[src/rtl/spi_rf_pkg.sv]
package spi_rf_pkg;

    localparam int WORD_BITS = 9;
    localparam int REG_W     = 24;
    localparam int CNT_W     = 5;

    typedef enum logic [1:0] {
        PH_IDLE,
        PH_SHIFT,
        PH_SEND
    } phase_e;

    typedef struct packed {
        logic       en;
        logic [7:0] idx;
        logic [8:0] data;
    } wr_req_t;

    function automatic logic [CNT_W-1:0] read_len(input logic [7:0] idx, input int nregs);
        logic [7:0] m;
        if (int'(idx) >= nregs) return CNT_W'(8);
        m = idx % 8'd3;
        case (m)
            8'd0:    return CNT_W'(8);
            8'd1:    return CNT_W'(16);
            default: return CNT_W'(24);
        endcase
    endfunction

    function automatic logic [REG_W-1:0] len_mask(input logic [CNT_W-1:0] len);
        logic [REG_W:0] m;
        m = ((REG_W+1)'(1) << len) - (REG_W+1)'(1);
        return m[REG_W-1:0];
    endfunction

endpackage

[src/rtl/spi_pin_sync.sv]
module spi_pin_sync #(
    parameter int         N       = 3,
    parameter int         STAGES  = 2,
    parameter logic [N-1:0] RST_VAL = '0
) (
    input  logic         clk,
    input  logic         rst,
    input  logic [N-1:0] din,
    output logic [N-1:0] dout
);
    for (genvar b = 0; b < N; b++) begin : g_bit
        logic [STAGES-1:0] chain_q;
        always_ff @(posedge clk) begin
            if (rst) chain_q <= {STAGES{RST_VAL[b]}};
            else     chain_q <= {chain_q[STAGES-2:0], din[b]};
        end
        assign dout[b] = chain_q[STAGES-1];
    end
endmodule

[src/rtl/spi_frame_ctrl.sv]
module spi_frame_ctrl
    import spi_rf_pkg::*;
#(
    parameter int NUM_REGS = 16
) (
    input  logic             clk,
    input  logic             rst,
    input  logic             sclk_s,
    input  logic             cs_n_s,
    input  logic             mosi_s,
    output logic [7:0]       rd_idx,
    input  logic [REG_W-1:0] rd_data,
    output wr_req_t          wr_req,
    output logic             miso,
    output logic             miso_oe
);
    logic             sclk_d, cs_n_d;
    logic             sclk_rise, sclk_fall, cs_start, cs_stop, sel_act;
    logic [8:0]       sh_q;
    logic [CNT_W-1:0] cnt_q;
    phase_e           ph_q;
    logic [REG_W-1:0] tx_q;
    logic             miso_q;
    logic             pend_q;
    logic [7:0]       pend_idx_q;
    wr_req_t          wr_q;
    logic [8:0]       full_word;
    logic [CNT_W-1:0] cur_len;

    assign sclk_rise = sclk_s & ~sclk_d;
    assign sclk_fall = ~sclk_s & sclk_d;
    assign cs_start  = cs_n_d & ~cs_n_s;
    assign cs_stop   = ~cs_n_d & cs_n_s;
    assign sel_act   = ~cs_n_s;

    assign full_word = {sh_q[7:0], mosi_s};
    assign rd_idx    = full_word[7:0];
    assign cur_len   = read_len(rd_idx, NUM_REGS);

    always_ff @(posedge clk) begin
        if (rst) begin
            sclk_d     <= 1'b0;
            cs_n_d     <= 1'b1;
            sh_q       <= '0;
            cnt_q      <= '0;
            ph_q       <= PH_IDLE;
            tx_q       <= '0;
            miso_q     <= 1'b0;
            pend_q     <= 1'b0;
            pend_idx_q <= '0;
            wr_q       <= '0;
        end else begin
            sclk_d    <= sclk_s;
            cs_n_d    <= cs_n_s;
            wr_q.en   <= 1'b0;
            if (cs_start) begin
                cnt_q  <= '0;
                sh_q   <= '0;
                ph_q   <= PH_SHIFT;
                miso_q <= 1'b0;
            end else if (cs_stop) begin
                ph_q   <= PH_IDLE;
                miso_q <= 1'b0;
                if (ph_q == PH_SHIFT && cnt_q == CNT_W'(WORD_BITS)) begin
                    if (pend_q) begin
                        wr_q.en   <= 1'b1;
                        wr_q.idx  <= pend_idx_q;
                        wr_q.data <= sh_q;
                        pend_q    <= 1'b0;
                    end else if (!sh_q[8]) begin
                        pend_q     <= 1'b1;
                        pend_idx_q <= sh_q[7:0];
                    end
                end else begin
                    pend_q <= 1'b0;
                end
            end else if (sel_act) begin
                if (sclk_rise) begin
                    if (cnt_q != '1) cnt_q <= cnt_q + 1'b1;
                    if (ph_q == PH_SHIFT) begin
                        sh_q <= full_word;
                        if (cnt_q == CNT_W'(WORD_BITS - 1) && full_word[8] && !pend_q) begin
                            ph_q <= PH_SEND;
                            tx_q <= rd_data << (REG_W - int'(cur_len));
                        end
                    end
                end else if (sclk_fall) begin
                    if (ph_q == PH_SEND) begin
                        miso_q <= tx_q[REG_W-1];
                        tx_q   <= {tx_q[REG_W-2:0], 1'b0};
                    end else begin
                        miso_q <= 1'b0;
                    end
                end
            end
        end
    end

    assign wr_req  = wr_q;
    assign miso    = miso_q;
    assign miso_oe = sel_act;


    miso_edge_chk: assert property (@(posedge clk) disable iff (rst)
        (!sclk_fall && !cs_start && !cs_stop) |=> $stable(miso_q));


    pend_clear_chk: assert property (@(posedge clk) disable iff (rst)
        (cs_stop && pend_q) |=> !pend_q);


    abort_no_write_chk: assert property (@(posedge clk) disable iff (rst)
        (cs_stop && cnt_q != CNT_W'(WORD_BITS)) |=> !wr_q.en);


    send_after_addr_chk: assert property (@(posedge clk) disable iff (rst)
        (ph_q == PH_SEND) |-> (cnt_q >= CNT_W'(WORD_BITS) && !pend_q));

endmodule

[src/rtl/spi_reg_bank.sv]
module spi_reg_bank
    import spi_rf_pkg::*;
#(
    parameter int NUM_REGS = 16
) (
    input  logic             clk,
    input  logic             rst,
    input  wr_req_t          spi_wr,
    input  logic [7:0]       rd_idx,
    output logic [REG_W-1:0] rd_data,
    input  logic             host_we,
    input  logic [7:0]       host_idx,
    input  logic [REG_W-1:0] host_wdata,
    output logic [REG_W-1:0] host_rdata
);
    localparam int SEL_W = (NUM_REGS > 1) ? $clog2(NUM_REGS) : 1;

    logic [NUM_REGS-1:0][REG_W-1:0] regs_q;

    always_ff @(posedge clk) begin
        if (rst) begin
            regs_q <= '0;
        end else begin
            for (int g = 0; g < NUM_REGS; g++) begin
                if (spi_wr.en && int'(spi_wr.idx) == g)
                    regs_q[g] <= {{(REG_W-9){1'b0}}, spi_wr.data}
                                 & len_mask(read_len(8'(g), NUM_REGS));
                else if (host_we && int'(host_idx) == g)
                    regs_q[g] <= host_wdata & len_mask(read_len(8'(g), NUM_REGS));
            end
        end
    end

    function automatic logic [REG_W-1:0] pick(input logic [7:0] idx,
                                              input logic [NUM_REGS-1:0][REG_W-1:0] r);
        if (int'(idx) >= NUM_REGS) return '0;
        return r[idx[SEL_W-1:0]];
    endfunction

    assign rd_data    = pick(rd_idx, regs_q);
    assign host_rdata = pick(host_idx, regs_q);


    unmapped_wr_chk: assert property (@(posedge clk) disable iff (rst)
        (spi_wr.en && int'(spi_wr.idx) >= NUM_REGS && !host_we) |=> $stable(regs_q));

endmodule

[src/rtl/spi_regslave.sv]
module spi_regslave
    import spi_rf_pkg::*;
#(
    parameter int NUM_REGS = 16
) (
    input  logic             clk,
    input  logic             rst,
    input  logic             spi_sclk,
    input  logic             spi_cs_n,
    input  logic             spi_mosi,
    output logic             spi_miso,
    output logic             spi_miso_oe,
    input  logic             host_we,
    input  logic [7:0]       host_idx,
    input  logic [REG_W-1:0] host_wdata,
    output logic [REG_W-1:0] host_rdata
);
    logic [2:0]       pins_s;
    logic [7:0]       rd_idx;
    logic [REG_W-1:0] rd_data;
    wr_req_t          wr_req;

    spi_pin_sync #(.N(3), .STAGES(2), .RST_VAL(3'b010)) sync_i (
        .clk  (clk),
        .rst  (rst),
        .din  ({spi_mosi, spi_cs_n, spi_sclk}),
        .dout (pins_s)
    );

    spi_frame_ctrl #(.NUM_REGS(NUM_REGS)) frame_i (
        .clk     (clk),
        .rst     (rst),
        .sclk_s  (pins_s[0]),
        .cs_n_s  (pins_s[1]),
        .mosi_s  (pins_s[2]),
        .rd_idx  (rd_idx),
        .rd_data (rd_data),
        .wr_req  (wr_req),
        .miso    (spi_miso),
        .miso_oe (spi_miso_oe)
    );

    spi_reg_bank #(.NUM_REGS(NUM_REGS)) bank_i (
        .clk        (clk),
        .rst        (rst),
        .spi_wr     (wr_req),
        .rd_idx     (rd_idx),
        .rd_data    (rd_data),
        .host_we    (host_we),
        .host_idx   (host_idx),
        .host_wdata (host_wdata),
        .host_rdata (host_rdata)
    );


    oe_idle_chk: assert property (@(posedge clk) disable iff (rst)
        ($past(spi_cs_n) && $past(spi_cs_n, 2) && $past(spi_cs_n, 3)) |-> !spi_miso_oe);

endmodule

[config.mk]
export PLATFORM = sky130hd
export DESIGN_NAME = spi_regslave
export DESIGN_NICKNAME = d
export VERILOG_FILES = /design/src/rtl/spi_rf_pkg.sv /design/src/rtl/spi_pin_sync.sv /design/src/rtl/spi_frame_ctrl.sv /design/src/rtl/spi_reg_bank.sv /design/src/rtl/spi_regslave.sv
export SDC_FILE = /design/constraint.sdc
export NUM_CORES = 1
export LEC_CHECK = 0
export BUFFER_PORTS_ARGS = -buffer_cell sky130_fd_sc_hd__buf_4
export CAP_MARGIN = 20
export CORE_UTILIZATION = 60
export CTS_BUF_LIST = sky130_fd_sc_hd__clkbuf_4
export DETAILED_ROUTE_END_ITERATION = 16
export PLACE_DENSITY = 0.78
export SETUP_SLACK_MARGIN = 0.3
export SLEW_MARGIN = 20
export SYNTH_ARGS = -nofsm -noshare
export SYNTH_HDL_FRONTEND = slang
export SYNTH_SLANG_ARGS = --single-unit
[constraint.sdc]
create_clock -name clk -period 7.8 [get_ports clk]
set_input_delay 0.78 -clock clk [delete_from_list [all_inputs] [get_ports clk]]
set_output_delay 0.78 -clock clk [all_outputs]
set_load 0.005 [all_outputs]
==> results of run 1 <==
cells by family (layout without fill, tap and decap cells):
family,Yosys count,after routing,synth area share [%]
AO/OA/AOI/OAI,582,582,20.9
XOR/XNOR,6,6,0.292
adder cells (fa/ha/maj),9,9,0.626
buffers and inverters,244,269,5.37
flip-flops,324,324,36.0
multiplexers,138,138,13.4
other,0,3,0
AND/OR/NAND/NOR,987,987,23.4
state kept, by name, summed over array words and instances, names as in the netlist, 2 cells and up:
register	cells
frame_i.wr_req	18
sync_i.g_bit.chain_q	6
frame_i.sh_q	9
frame_i.cnt_q	5
frame_i.pend_idx_q	8
frame_i.tx_q	24
bank_i.regs_q	248
frame_i.ph_q	2
worst max-delay path: stages, from the launching register on:
cell and delay, ns:
dfxtp_1 0.30, buf_4 0.24, inv_1 0.09, buf_4 0.52, mux2i_1 0.33, o2bb2ai_1 0.19, nand2_1 0.22, ha_1 0.32
inv_1 0.23, nand3_2 0.22, nor2_1 0.18, mux2_2 0.17, ha_1 0.31, inv_1 0.09, nand3_1 0.09, a2bb2oi_2 0.25
and4b_1 0.23, o2111a_2 0.69, nand4_1 0.19, a311oi_1 0.32
through the flow:
step	std cells	cell area [sq um]
after floorplan	2290	18000
after global placement	2554	18400
after detailed placement	2556	18400
after CTS	2705	19500
after global routing	2706	19500
final	2708	19500
power by group:
part / switching [uW] / leakage (uW) / total (uW) / internal, uW
Clock: 756 / 0.000653 / 1550 / 798
Combinational: 132 / 0.00352 / 178 / 46.1
Sequential: 4.83 / 0.00261 / 1660 / 1660
Total: 893 / 0.00679 / 3390 / 2500
per-layer routing:
| layer | part of all wire [%] | wire length, um | global-route usage, % | up-vias |
|---|---|---|---|---|
| met4 | 5.8 | 3690 | 22.4 | 4 |
| met3 | 14 | 9170 | 12.1 | 325 |
| li1 | - | - | - | 8176 |
| met1 | 36 | 23400 | 52.5 | 8788 |
| met2 | 43 | 27700 | 62.3 | 1451 |
| met5 | 0.13 | 85 | 0 | - |
cell type report:
class / count / area (sq um) / share of cell area [%]
Clock buffer: 132 / 991 / 5.08
Clock inverter: 17 / 98.8 / 0.506
Antenna cell: 3 / 7.51 / 0.0385
Sequential cell: 324 / 6490 / 33.3
Inverter: 20 / 75.1 / 0.385
Multi-Input combinational cell: 1722 / 10600 / 54.4
Timing Repair Buffer: 100 / 754 / 3.87
Tap cell: 390 / 488 / 2.50
worst paths after layout:
path | end | cells after the start | from | slack, ns
min reg2reg | sync_i.g_bit[1].chain_q[1] | 1 | sync_i.g_bit[1].chain_q[0] | 0.41
max reg2reg | frame_i.tx_q[18] | 19 | frame_i.sh_q[2] | 2.52
max | frame_i.tx_q[18] | 19 | frame_i.sh_q[2] | 2.52
min | sync_i.g_bit[1].chain_q[0] | 2 | spi_cs_n | 0.24
cell usage in the layout, fill, tap and decap left out, types with 16 or more instances in the layout:
| master | Yosys | layout |
|---|---|---|
| mux2i_1 | 39 | 39 |
| a21oi_1 | 307 | 307 |
| nor4_1 | 20 | 17 |
| nand2_1 | 545 | 544 |
| buf_4 | 4 | 99 |
| inv_1 | 18 | 18 |
| o21ai_0 | 27 | 27 |
| mux4_2 | 80 | 80 |
| nand4_1 | 19 | 19 |
| a311oi_1 | 86 | 86 |
| mux2_2 | 18 | 18 |
| clkbuf_4 | 0 | 132 |
| a22oi_1 | 28 | 28 |
| nor3_1 | 28 | 24 |
| or3_1 | 16 | 16 |
| a221oi_1 | 55 | 55 |
| nor2_1 | 226 | 220 |
| dfxtp_1 | 324 | 322 |
| nand2b_1 | 19 | 19 |
| nand3_1 | 48 | 48 |
==> flow_metrics.py, run 1 <==
metrics = {
    "run_status": {
        "status": "finished clean",
    },
    "sta": {
        "worst_slack_ns": 2.52,
        "slew_headroom_pct": 20.7,
        "final-setup-viol-count": 0,
        "fmaxAchievable_mhz": 189,
        "worst_hold_slack_ns": 0.242,
        "rsz0062_at_grt": "no",
        "worstMarginPinSlew_ns": 1.19,
        "period_needed_ns": 5.28,
        "maxSlewViolCount": 0,
        "hold_viol": 0,
        "skew_ns": 0.0538,
        "period_share_pct": 67.7,
        "fin_setup_tns_ns": 0,
    },
    "clock_tree": {
        "postCtsHoldBufs": 0,
        "clock_latency_ns": 0.76,
        "cts_buffer_depth": 3,
        "numCtsBuffers": 87,
        "clk_pin_slew_ns": 0.07,
        "postCtsSetupRepairBufs": 0,
        "tritoncts": "yes",
        "root_buffer": "clkbuf_4",
        "cts.sinks": 324,
        "cts_resized": 0,
        "cts_max_level": 3,
    },
    "route": {
        "routedWlPerCell_um": 23.6,
        "drt_iter0_drc": 2810,
        "viasPerCell": 6.92,
        "drt_wl_total_mm": 64.0,
        "drc": 0,
        "dr.pass1.iters": 6,
        "drtAntennaViolNets": 0,
        "num_vias": 18700,
    },
    "cells_and_area": {
        "final_layout_size_suffix_gt1_share_pct": 16.2,
        "syn2layout_area_growth_pct": 8.47,
        "fill_cells": 2483,
        "nets": 2302,
        "utilization_pct": 66.0,
    },
    "critical_path": {
        "path_max_fanout": 43,
        "worstPathRequired_ns": 8.43,
        "crit_type": "flip-flop to flip-flop",
        "worstSetupEndpointType": "flip-flop",
        "startpoint_type": "flip-flop",
        "cp.arrival_ns": 5.91,
    },
    "pwr": {
        "p_total_uw": 3390,
        "ir_worst_vdd_mv": 0.124,
        "cellPowerDensity_nw_per_um2": 174,
        "p_leak_uw": 0.00679,
    },
    "grt": {
        "track_usage_pct": 41.1,
        "grt_max_degree": 79,
        "grt_pass1_vias": 17500,
        "grt_remaining_overflow": 0,
        "grt_pass1_wl_mm": 97.8,
        "antenna_found_initial": 4,
    },
    "logic_synthesis": {
        "yosysWarnings": 0,
        "synth_top_area_share_pct": 36.0,
        "synth-edff-count": 0,
        "syn_avg_cell_area_sq_um": 7.86,
        "syn-num-nets": 2337,
        "netlist_instances": 2290,
        "ys.flop_type": "dfxtp_1",
        "synth.largest_area_cell": "dfxtp_1",
        "synth-seq-area-share_pct": 36.0,
        "synth_commonest_cells": "nand2_1, dfxtp_1, a21oi_1",
        "synth_cell_types": 71,
        "netlist_area_sq_um": 18000,
        "synthArstFlopShare_pct": 0,
        "synthTopCellsByArea": "dfxtp_1, nand2_1, mux4_2",
        "synth_seq_cells": 324,
        "synth_most_common_cell": "nand2_1",
    },
    "place": {
        "portBuffers": 63,
        "gp_congestion": 0.958,
        "place_ws_ns": 2.70,
        "dp_hpwl_mm": 40.4,
    },
    "die": {
        "core_sq_um": 29600,
        "ios": 64,
        "die_h_um": 175,
        "start_util_pct": 60.9,
        "die_x_um": 175,
        "die_area_sq_um": 30700,
        "row_count": 63,
    },
    "job": {
        "max-cap-violations": 0,
    },
    "hold_path": {
        "worstHoldPathType": "primary input to flip-flop",
    },
}
Power figures use the tool's default switching activity.
==> inputs of run 2 (changes only) <==
- clock period: 7.8 -> 5.4 ns (I/O delays scaled with it)
==> run 2 against run 1 <==
  * Die area did not move
  * Design area is 0.92% higher
  * Global-route usage is 0.41 points lower
  * Power increased by 48%
  * Sequential cell count unchanged
==> flow_metrics.py, run 2 (same netlist as run 1, synthesis figures left out) <==
metrics = {
    "pwr": {
        "p_leak_uw": 0.00685,
        "swShare_pct": 25.5,
        "p_int_uw": 3750,
        "ir_worst_vdd_mv": 0.176,
        "p_switching_uw": 1280,
        "pwr-share-seq_pct": 47.7,
        "p_comb_share_pct": 5.1,
        "pwr-share-clk_pct": 47.2,
        "cellPowerDensity_nw_per_um2": 256,
    },
    "route": {
        "viasPerCell": 6.97,
        "drt_iter0_drc": 2836,
        "num_vias": 18900,
        "drc": 0,
        "routedWlPerCell_um": 23.5,
        "drtAntennaViolNets": 0,
        "drt_wl_total_mm": 63.7,
        "dr.pass1.iters": 8,
    },
    "critical_path": {
        "cp.arrival_ns": 5.32,
        "worstReg2RegEnd": "frame_i.tx_q[20]",
        "slowest_delay_ns": 0.60,
        "worstSetupEndpointType": "flip-flop",
        "r2r_setup_slack_ns": 0.69,
        "crit_type": "flip-flop to flip-flop",
        "worstPathCellList": "xor2_1 -> o21ai_0 -> a32oi_1 -> nand2_1 -> ha_1 -> inv_1 -> nand3_2 -> nor2_1 -> mux2_2 -> ha_1 -> inv_1 -> nand3_1 -> a2bb2oi_2 -> and4b_1 -> o2111a_2 -> nand4_1 -> a311oi_1",
        "worstPathRequired_ns": 6.01,
        "path_max_fanout": 14,
        "critPathSlowestCell": "dfxtp_1",
        "rr_worst_depth": 17,
        "startpoint_type": "flip-flop",
        "reg2reg_from": "frame_i.sh_q[2]",
    },
    "cells_and_area": {
        "nets": 2307,
        "final_layout_size_suffix_gt1_share_pct": 16.5,
        "final_cell_mix": "nand2_1, dfxtp_1, a21oi_1",
        "largest_reg_flops": 248,
        "fin_cells": 2715,
        "mostFrequentLayoutCell": "nand2_1",
        "syn2layout_area_growth_pct": 9.46,
        "top_register": "bank_i.regs_q",
    },
    "clock_tree": {
        "cts_max_level": 3,
        "tritoncts": "yes",
        "cts_buffer_depth": 3,
        "clk_pin_slew_ns": 0.07,
        "numCtsBuffers": 87,
        "postCtsSetupRepairBufs": 0,
        "cts.sinks": 324,
        "clock_latency_ns": 0.75,
        "root_buffer": "clkbuf_4",
    },
    "sta": {
        "fin_setup_tns_ns": 0,
        "maxSlewViolCount": 0,
        "rsz0062_at_grt": "yes",
        "worstMarginPinSlew_ns": 1.10,
        "skew_ns": 0.0467,
        "period_needed_ns": 4.71,
        "final-setup-viol-count": 0,
        "fmaxAchievable_mhz": 212,
        "slew_headroom_pct": 26.2,
        "hold_viol": 0,
        "period_share_pct": 87.2,
    },
    "job": {
        "max-cap-violations": 0,
    },
    "die": {
        "core_sq_um": 29600,
        "start_util_pct": 60.9,
        "row_count": 63,
        "die_h_um": 175,
        "die_area_sq_um": 30700,
        "ios": 64,
        "die_x_um": 175,
    },
    "grt": {
        "antenna_found_initial": 3,
        "grt_remaining_overflow": 0,
        "track_usage_pct": 40.7,
        "grt_pass1_wl_mm": 97.3,
        "grt_pass1_vias": 17700,
        "grt_max_degree": 86,
    },
    "hold_path": {
        "min_path_cells": 3,
        "worstHoldPathType": "primary input to flip-flop",
        "hold_start": "host_wdata[19]",
        "hold_end": "bank_i.regs_q[139]",
    },
    "place": {
        "dp_hpwl_mm": 40.6,
        "gp_congestion": 0.934,
        "dp_cells": 2556,
        "portBuffers": 63,
    },
    "run_status": {
        "status": "finished clean",
    },
}
[run 2: changes by cell type in the layout (fill, tap and decap cells not counted), moves of 2 or more]
| cell | delta |
|---|---|
| clkbuf_4 | -2 |
| nor2_1 | -3 |
| diode_2 | -2 |
| dfxtp_2 | +4 |
| bufinv_16 | +3 |
| inv_2 | -2 |
| nor2_2 | +3 |
| clkinv_1 | +3 |
| dfxtp_1 | -4 |
| dlygate4sd3_1 | +3 |
[run 2: cell type report]
cell class | instances | area [sq um]
Tap cell | 390 | 488
Multi-Input combinational cell | 1724 | 10700
Antenna cell | 1 | 2.50
Sequential cell | 324 | 6500
Timing Repair Buffer | 103 | 792
Fill cell | 2492 | 9860
Clock inverter | 23 | 206
Clock buffer | 130 | 976
Inverter | 20 | 75.1
[run 2: critical path, delay by kind of cell, from the launching register on]
| kind | cells | cell delay [ns] |
|---|---|---|
| AO/OA/AOI/OAI | 5 | 1.41 |
| XOR/XNOR | 1 | 0.22 |
| adder cells (fa/ha/maj) | 2 | 0.62 |
| buffers and inverters | 2 | 0.31 |
| flip-flops | 1 | 0.60 |
| multiplexers | 1 | 0.17 |
| AND/OR/NAND/NOR | 6 | 1.22 |
[run 2: metal layers]
metal / routed length [um] / GRT usage (%)
met1: 23500 / 52.9
met2: 27500 / 60.8
met3: 9050 / 11.4
met4: 3670 / 22.8
met5: 11 / 0
[run 2: worst max path at each step]
stage / cells past startpoint / slack [ns] / startpoint / endpoint
after floorplan: 20 / 1.40 / frame_i.sh_q[3] / frame_i.tx_q[17]
after global placement: 17 / 0.69 / frame_i.sh_q[3] / frame_i.tx_q[21]
after detailed placement: 17 / 0.52 / frame_i.sh_q[3] / frame_i.tx_q[20]
after CTS: 17 / 0.45 / frame_i.sh_q[3] / frame_i.tx_q[20]
after global routing: 17 / 0.26 / frame_i.sh_q[3] / frame_i.tx_q[20]
final: 17 / 0.69 / frame_i.sh_q[2] / frame_i.tx_q[20]
[run 2: power by group through the flow]
stage / Sequential (uW) / Clock, uW / Combinational (uW)
after detailed placement: 2450 / 0 / 243
after global routing: 2400 / 2510 / 263
after global placement: 2450 / 0 / 241
after CTS: 2400 / 2370 / 245
final: 2400 / 2380 / 258
after floorplan: 2450 / 0 / 155
[run 2: through the flow]
stage               instance area [sq um]  setup WS [ns]  util, %  total power, uW  hold WS (ns)
floorplan                           18000           1.40        -             2610         0.389
CTS                                 19600          0.447     66.4             5020        0.0387
global placement                    18400          0.692     62.3             2700         0.406
finish                              19700          0.690     66.6             5030        0.0868
global route                        19700          0.261     66.6             5170        0.0714
detailed placement                  18400          0.515     62.3             2700         0.399
[run 2: what timing repair did]
item,4_1_cts,5_1_grt
endpoints found under the hold margin,3,0
hold buffers,3,0
setup endpoints to repair,0,24
gates resized for setup,0,9
